File: src/rtl/vc_pkg.sv
package vc_pkg;

  typedef enum logic [1:0] {
    ST_LOOKUP,
    ST_SWAP,
    ST_FETCH,
    ST_STORE
  } vcState_t;

  // strobes from control to datapath
  typedef struct packed {
    logic doSwap;   // exchange victim hit entry with primary line
    logic doFill;   // install memory word, evict old line to victim
    logic doWrite;  // update whichever copy holds the block
    logic selMem;   // return memory data to the CPU
  } vcStrobe_t;

endpackage

File: src/rtl/vc_ctrl.sv
module vc_ctrl
  import vc_pkg::*;
(
  input  logic      clk,
  input  logic      rstN,
  input  logic      cpuValid,
  input  logic      cpuWe,
  input  logic      pHit,
  input  logic      vHit,
  input  logic      memReady,
  output logic      cpuReady,
  output logic      memReqValid,
  output logic      memReqWe,
  output vcStrobe_t stb
);

  vcState_t state, stateNext;

  always_ff @(posedge clk) begin
    if (!rstN) state <= ST_LOOKUP;
    else       state <= stateNext;
  end

  always_comb begin
    stateNext   = state;
    cpuReady    = 1'b0;
    memReqValid = 1'b0;
    memReqWe    = 1'b0;
    stb         = '0;
    unique case (state)
      ST_LOOKUP: begin
        if (cpuValid) begin
          if (cpuWe)      stateNext = ST_STORE;
          else if (pHit)  cpuReady  = 1'b1;
          else if (vHit)  stateNext = ST_SWAP;
          else            stateNext = ST_FETCH;
        end
      end
      ST_SWAP: begin
        cpuReady   = 1'b1;
        stb.doSwap = 1'b1;
        stateNext  = ST_LOOKUP;
      end
      ST_FETCH: begin
        memReqValid = 1'b1;
        if (memReady) begin
          cpuReady   = 1'b1;
          stb.doFill = 1'b1;
          stb.selMem = 1'b1;
          stateNext  = ST_LOOKUP;
        end
      end
      ST_STORE: begin
        memReqValid = 1'b1;
        memReqWe    = 1'b1;
        if (memReady) begin
          cpuReady    = 1'b1;
          stb.doWrite = 1'b1;
          stateNext   = ST_LOOKUP;
        end
      end
      default: stateNext = ST_LOOKUP;
    endcase
  end

  AST_HIT_NO_WAIT: assert property (@(posedge clk) disable iff (!rstN)
    (state == ST_LOOKUP && cpuValid && !cpuWe && pHit) |-> (cpuReady && !memReqValid));

  AST_SWAP_ONE_CYCLE: assert property (@(posedge clk) disable iff (!rstN)
    (state == ST_LOOKUP && cpuValid && !cpuWe && !pHit && vHit) |=> (cpuReady && !memReqValid));

  AST_REQ_HELD: assert property (@(posedge clk) disable iff (!rstN)
    (memReqValid && !memReady) |=> (memReqValid && $stable(memReqWe)));

  AST_STORE_NEEDS_ACK: assert property (@(posedge clk) disable iff (!rstN)
    (cpuReady && cpuWe) |-> (memReady && memReqWe));

endmodule

File: src/rtl/vc_datapath.sv
module vc_datapath
  import vc_pkg::*;
#(
  parameter int BLK_W  = 22,
  parameter int IDX_W  = 6,
  parameter int VB_N   = 4,
  parameter int DATA_W = 32
) (
  input  logic              clk,
  input  logic              rstN,
  input  logic [BLK_W-1:0]  blkAddr,
  input  logic [DATA_W-1:0] cpuWdata,
  input  logic [DATA_W-1:0] memRdata,
  input  vcStrobe_t         stb,
  output logic              pHit,
  output logic              vHit,
  output logic [DATA_W-1:0] rdata
);

  localparam int TAG_W = BLK_W - IDX_W;
  localparam int LINES = 1 << IDX_W;
  localparam int VP_W  = (VB_N > 1) ? $clog2(VB_N) : 1;

  logic [LINES-1:0]  pValid;
  logic [TAG_W-1:0]  pTag  [LINES];
  logic [DATA_W-1:0] pData [LINES];

  logic [VB_N-1:0]   vValid;
  logic [BLK_W-1:0]  vBlk  [VB_N];
  logic [DATA_W-1:0] vData [VB_N];
  logic [VP_W-1:0]   rrPtr;

  logic [IDX_W-1:0]  idx;
  logic [TAG_W-1:0]  tag;
  logic [VB_N-1:0]   vMatch;
  logic [VP_W-1:0]   vSel;
  logic [VP_W-1:0]   freeIdx;
  logic              freeFound;
  logic [VP_W-1:0]   insIdx;
  logic              evictValid;

  assign idx = blkAddr[IDX_W-1:0];
  assign tag = blkAddr[BLK_W-1:IDX_W];

  assign pHit = pValid[idx] && (pTag[idx] == tag);

  // parallel compare across every victim entry
  generate
    for (genvar g = 0; g < VB_N; g++) begin : gCmp
      assign vMatch[g] = vValid[g] && (vBlk[g] == blkAddr);
    end
  endgenerate

  assign vHit = |vMatch;

  always_comb begin
    vSel = '0;
    for (int i = VB_N - 1; i >= 0; i--) begin
      if (vMatch[i]) vSel = VP_W'(i);
    end
  end

  // lowest invalid entry first, else round-robin
  always_comb begin
    freeIdx = '0;
    for (int i = VB_N - 1; i >= 0; i--) begin
      if (!vValid[i]) freeIdx = VP_W'(i);
    end
  end

  assign freeFound  = ~&vValid;
  assign insIdx     = freeFound ? freeIdx : rrPtr;
  assign evictValid = pValid[idx];

  always_comb begin
    if (stb.selMem)  rdata = memRdata;
    else if (pHit)   rdata = pData[idx];
    else             rdata = vData[vSel];
  end

  // valid bits and replacement pointer
  always_ff @(posedge clk) begin
    if (!rstN) begin
      pValid <= '0;
      vValid <= '0;
      rrPtr  <= '0;
    end else if (stb.doSwap) begin
      vValid[vSel] <= pValid[idx];
      pValid[idx]  <= 1'b1;
    end else if (stb.doFill) begin
      pValid[idx] <= 1'b1;
      if (evictValid) begin
        vValid[insIdx] <= 1'b1;
        if (!freeFound) begin
          if (rrPtr == VP_W'(VB_N - 1)) rrPtr <= '0;
          else                          rrPtr <= rrPtr + 1'b1;
        end
      end
    end
  end

  // tags and data carry no reset
  always_ff @(posedge clk) begin
    if (stb.doSwap) begin
      vBlk[vSel]  <= {pTag[idx], idx};
      vData[vSel] <= pData[idx];
      pTag[idx]   <= tag;
      pData[idx]  <= vData[vSel];
    end else if (stb.doFill) begin
      if (evictValid) begin
        vBlk[insIdx]  <= {pTag[idx], idx};
        vData[insIdx] <= pData[idx];
      end
      pTag[idx]  <= tag;
      pData[idx] <= memRdata;
    end else if (stb.doWrite) begin
      if (pHit)      pData[idx]  <= cpuWdata;
      else if (vHit) vData[vSel] <= cpuWdata;
    end
  end

  AST_SINGLE_HOME: assert property (@(posedge clk) disable iff (!rstN)
    !(pHit && vHit) && ($countones(vMatch) <= 1));

  AST_SWAP_ON_VHIT: assert property (@(posedge clk) disable iff (!rstN)
    stb.doSwap |-> (vHit && !pHit));

  AST_FILL_ON_MISS: assert property (@(posedge clk) disable iff (!rstN)
    stb.doFill |-> (!vHit && !pHit));

  AST_VICTIM_GROWTH: assert property (@(posedge clk) disable iff (!rstN)
    (stb.doFill && evictValid) |=>
      ($countones(vValid) == ($past($countones(vValid)) + ($past(freeFound) ? 1 : 0))));

endmodule

File: src/rtl/vcache.sv
module vcache
  import vc_pkg::*;
#(
  parameter int ADDR_W = 24,
  parameter int IDX_W  = 6,
  parameter int VB_N   = 4,
  parameter int DATA_W = 32
) (
  input  logic                clk,
  input  logic                rstN,
  input  logic                cpuValid,
  output logic                cpuReady,
  input  logic [ADDR_W-1:0]   cpuAddr,
  input  logic                cpuWe,
  input  logic [DATA_W-1:0]   cpuWdata,
  output logic [DATA_W-1:0]   cpuRdata,
  output logic                memReqValid,
  output logic                memReqWe,
  output logic [ADDR_W-3:0]   memReqAddr,
  output logic [DATA_W-1:0]   memReqWdata,
  input  logic                memReady,
  input  logic [DATA_W-1:0]   memRdata
);

  localparam int BLK_W = ADDR_W - 2;

  vcStrobe_t        stb;
  logic             pHit;
  logic             vHit;
  logic [BLK_W-1:0] blkAddr;
  logic             unusedOffset;

  assign blkAddr      = cpuAddr[ADDR_W-1:2];
  assign unusedOffset = ^cpuAddr[1:0];
  assign memReqAddr   = blkAddr;
  assign memReqWdata  = cpuWdata;

  vc_ctrl uCtrl (
    .clk        (clk),
    .rstN       (rstN),
    .cpuValid   (cpuValid),
    .cpuWe      (cpuWe),
    .pHit       (pHit),
    .vHit       (vHit),
    .memReady   (memReady),
    .cpuReady   (cpuReady),
    .memReqValid(memReqValid),
    .memReqWe   (memReqWe),
    .stb        (stb)
  );

  vc_datapath #(
    .BLK_W (BLK_W),
    .IDX_W (IDX_W),
    .VB_N  (VB_N),
    .DATA_W(DATA_W)
  ) uData (
    .clk     (clk),
    .rstN    (rstN),
    .blkAddr (blkAddr),
    .cpuWdata(cpuWdata),
    .memRdata(memRdata),
    .stb     (stb),
    .pHit    (pHit),
    .vHit    (vHit),
    .rdata   (cpuRdata)
  );

endmodule

File: config.mk
export PLATFORM = sky130hd
export DESIGN_NAME = vcache
export DESIGN_NICKNAME = d
export VERILOG_FILES = /design/src/rtl/vc_pkg.sv /design/src/rtl/vc_ctrl.sv /design/src/rtl/vc_datapath.sv /design/src/rtl/vcache.sv
export SDC_FILE = /design/constraint.sdc
export NUM_CORES = 2
export LEC_CHECK = 0
export ABC_AREA = 1
export BUFFER_PORTS_ARGS = -buffer_cell sky130_fd_sc_hd__buf_2
export CAP_MARGIN = 20
export CORE_MARGIN = 3
export CORE_UTILIZATION = 35
export DETAILED_ROUTE_END_ITERATION = 8
export HOLD_SLACK_MARGIN = 0.02
export REMOVE_ABC_BUFFERS = 1
export SLEW_MARGIN = 5
export SYNTH_ARGS = -nofsm -noshare
export SYNTH_HDL_FRONTEND = slang
export SYNTH_SLANG_ARGS = --single-unit
File: constraint.sdc
create_clock -name clk -period 9.2 [get_ports clk]
set_input_delay 2.76 -clock clk [delete_from_list [all_inputs] [get_ports clk]]
set_output_delay 2.76 -clock clk [all_outputs]
set_load 0.005 [all_outputs]
==> flow_summary.toml <==
[run_status]
status = "complete, no violations"

[power]
leakagePower_nw = 57.1
p_int_mw = 25.4
p_sw_frac = 0.233
vdd_drop_max_uv = 160
p_seq_frac = 0.522
power.switching_mw = 7.73
total_power_mw = 33.1
comb_power_share = 0.080
p_clk_frac = 0.398
powerDensity_nw_per_um2 = 210

[critical_path]
reg2reg_depth = 21
endpoint_kind = "primary output"
start_kind = "input pin"
cpPeakStageDelay_ns = 0.41
crit_path_cell_trace = "buf_16 -> clkinv_16 -> buf_12 -> buf_4 -> o21ai_0 -> o21ai_0 -> o21ai_0 -> nand2_1 -> nor2_1 -> nand2_1 -> nand2_1 -> nand2_1 -> nand2_1 -> nor2_1 -> buf_4 -> and2_2 -> nand2_2 -> buf_12 -> nand2_1 -> nand2_1 -> nand2_1 -> nand2_1 -> buf_2"
worstPathMaxFanout = 33
rrSetupSlack_ns = 4.58
critical-path-slowest-cell = "o21ai_0"
rr_startpoint = "uData.pTag[34][8]"
crit_arrival_ns = 6.34
crit_top_cell = "nand2_1"
crit_type = "in2out"
worst_ep_required_time_ns = 6.44
reg2reg_to = "uData.pData[55][20]"

[cts]
clockBufferDepth = 4
ctsHoldBuffers = 0
clk_pin_slew_ns = 0.06
htree_levels = 5
cts_made_buffers = 334
cts_tree = "yes"
clock-sinks = 3360
clock_latency_ns = 0.90
clockRootBuffer = "clkbuf_16"

[placed_design]
gp_congestion = 0.844
port_buffers = 179
hpwl_mm = 250
dp.cells = 15900

[finish]
drive_gt1_frac = 0.138
fin_util = 0.415
areaGrowthSynthToFinish_pct = 17.9
register_area_um2 = 100000
fillCellCount = 34800
multi_input_area_um2 = 29400
fin_cells = 16600
fin_nets = 11400

[timing]
max_slew.worst_pin.slew_ns = 1.15
fin_crit_ns = 9.10
relSlewSlack = 0.234
slew_violations = 0
setup_tns_ns = 0
finalCritPeriodShare = 0.989
rsz0062_at_grt = "false"
setup_viol = 0
fmax_mhz = 110
finalHoldViolations = 0
skew_ns = 0.0693

[hold_path]
min_path_type = "reg2reg"
hold_depth = 2
hold_end = "uData.pValid[31]"
hp-start = "uData.pValid[31]"

[global_routing]
grt_max_degree = 78
antenna_found_initial = 22
track_usage = 0.207
grt_overflow = 0
first_global_vias = 81100
grt_first_pass_wirelength_mm = 589

[drt]
drtPass1Iterations = 9
wl_per_cell_um = 25.2
postRouteAntennaNets = 0
drt_iter0_markers = 10500
num_vias = 87300
viasPerCell = 5.27
drc = 0
wirelength_mm = 418

[synth]
synth_edf_count = 3288
netlist_top_cells_area = "edfxtp_1 (74%), nand2_1 (10%), nor2_1 (1.8%)"
ys.flop_type = "edfxtp_1"
yosys.area.top_type = "edfxtp_1"
yosys_warnings = 0
yosysSeqAreaShare = 0.749
syn_inst = 10700
synth_top_area_frac = 0.739
synthArstFlopShare = 0
synth-seq-cells = 3360
avgSynthCellArea_um2 = 12.5
netlist_area_um2 = 134000
ys_types = 48

[floorplanning]
core-area_um2 = 380000
num_rows = 226
dieArea_um2 = 389000
die_y_um = 624
start_util = 0.352
die_w_um = 624
io_pins = 182

[flow_run]
drv_cap = 0
[power groups by stage]
stage                     logic [mW]  clock network (mW)  registers (mW)
after floorplan                 1.11                   0            17.7
final                           2.65                13.2            17.3
after global placement          2.59                   0            17.6
after detailed placement        2.62                   0            17.6
after global routing            2.83                13.9            17.3
after CTS                       2.63                13.3            17.3
[area by class of cell]
class	instances	area share
Inverter	624	0.0153
Antenna cell	12	0.000191
Clock inverter	161	0.00886
Multi-Input combinational cell	6106	0.187
Sequential cell	3360	0.636
Tap cell	5016	0.0398
Timing Repair inverter	3	0.000198
Timing Repair Buffer	857	0.0568
Clock buffer	427	0.0567
[sequential cells by signal (all words and copies together), names as in the netlist]
| register | count |
|---|---|
| uData.pData | 2048 |
| uData.pTag | 1024 |
| uData.vData | 128 |
| uData.vBlk | 88 |
| uData.pValid | 64 |
| uData.vValid | 4 |
| uCtrl.state | 2 |
| uData.rrPtr | 2 |
[cells in the mapped netlist (6+ instances only)]
cell type,number
inv_1,607
dfxtp_1,72
buf_1,73
xnor2_1,29
edfxtp_1,3288
or2_2,45
clkbuf_1,228
nor2_1,646
nand2_1,3600
buf_6,30
a22oi_1,262
inv_2,11
a221oi_1,241
o31ai_1,6
buf_4,73
a21oi_1,134
nand2_2,8
o21ai_1,71
a22o_1,64
o211ai_1,63
or2_1,17
nand3_1,290
o21ai_0,222
nand3b_1,24
nor3_1,9
o2111ai_1,7
buf_2,198
or2_0,11
o2bb2ai_1,46
nand4_1,264
o22ai_1,12
[cell families after synthesis]
kind of cell | count (synthesis) | synth area share
simple gates | 4929 | 0.149
flops | 3360 | 0.749
buf+inv | 1226 | 0.0400
compound gates | 1142 | 0.0594
xor+xnor | 34 | 0.00223
fa+ha+maj | 1 | 0.0000936
[metrics by stage]
step | instance area (µm²) | setup WS [ns] | hold slack (ns)
floorplan | 131000 | -9.49 | 0.440
CTS | 157000 | -0.0141 | 0.472
global route | 158000 | 0.00144 | 0.490
detailed placement | 147000 | -0.452 | 0.458
global placement | 146000 | -0.472 | 0.449
finish | 158000 | 0.100 | 0.469
[repair_timing]
action                                  in CTS  in global routing
gates resized for setup                     13                 37
endpoints found under the setup margin      33                 32
pin swaps                                    0                  1
buffers inserted                             0                  5
gates cloned                                 1                  9
[cell usage in the layout, fill, tap and decap left out, drive strengths merged, types with 2 or more instances in the layout]
cell      instances
a211oi            4
a21o              3
a21oi           135
a221oi          241
a22o             64
a22oi           262
a31oi             4
and2              2
buf             850
bufinv           21
clkbuf          433
clkinv          135
clkinvlp          8
dfxtp            72
diode            12
edfxtp         3288
inv             624
nand2          3608
nand3           292
nand3b           24
nand4           264
nor2            651
nor3             14
o2111ai           7
o211ai           63
o21ai           293
o22ai            12
o2bb2ai          46
o31ai             6
or2              73
xnor2            29
xor2              5
[worst max path at each step]
stage / startpoint / endpoint / cells past startpoint
finish: cpuAddr[2] / cpuRdata[10] / 23
global route: cpuAddr[3] / cpuRdata[13] / 24
CTS: cpuAddr[4] / cpuRdata[10] / 24
detailed placement: cpuAddr[4] / cpuRdata[10] / 25
global placement: cpuAddr[4] / cpuRdata[10] / 25
floorplan: cpuAddr[2] / cpuRdata[28] / 14
[worst max-delay path: cells and delay by family]
kind / cells / cell delay [ns]
AOI/OAI and AO/OA: 3 / 0.73
buffers and inverters: 7 / 1.22
and+or+nand+nor: 13 / 1.51
[layer usage]
| layer | vias up | GRT usage | wire length [µm] |
|---|---|---|---|
| met4 | 6 | 0.0793 | 18000 |
| li1 | 38800 | - | - |
| met1 | 43600 | 0.284 | 169000 |
| met2 | 4211 | 0.330 | 193000 |
| met3 | 679 | 0.0322 | 37900 |
| met5 | - | 0 | 45 |
No activity file was read; power rests on OpenSTA's default activity.
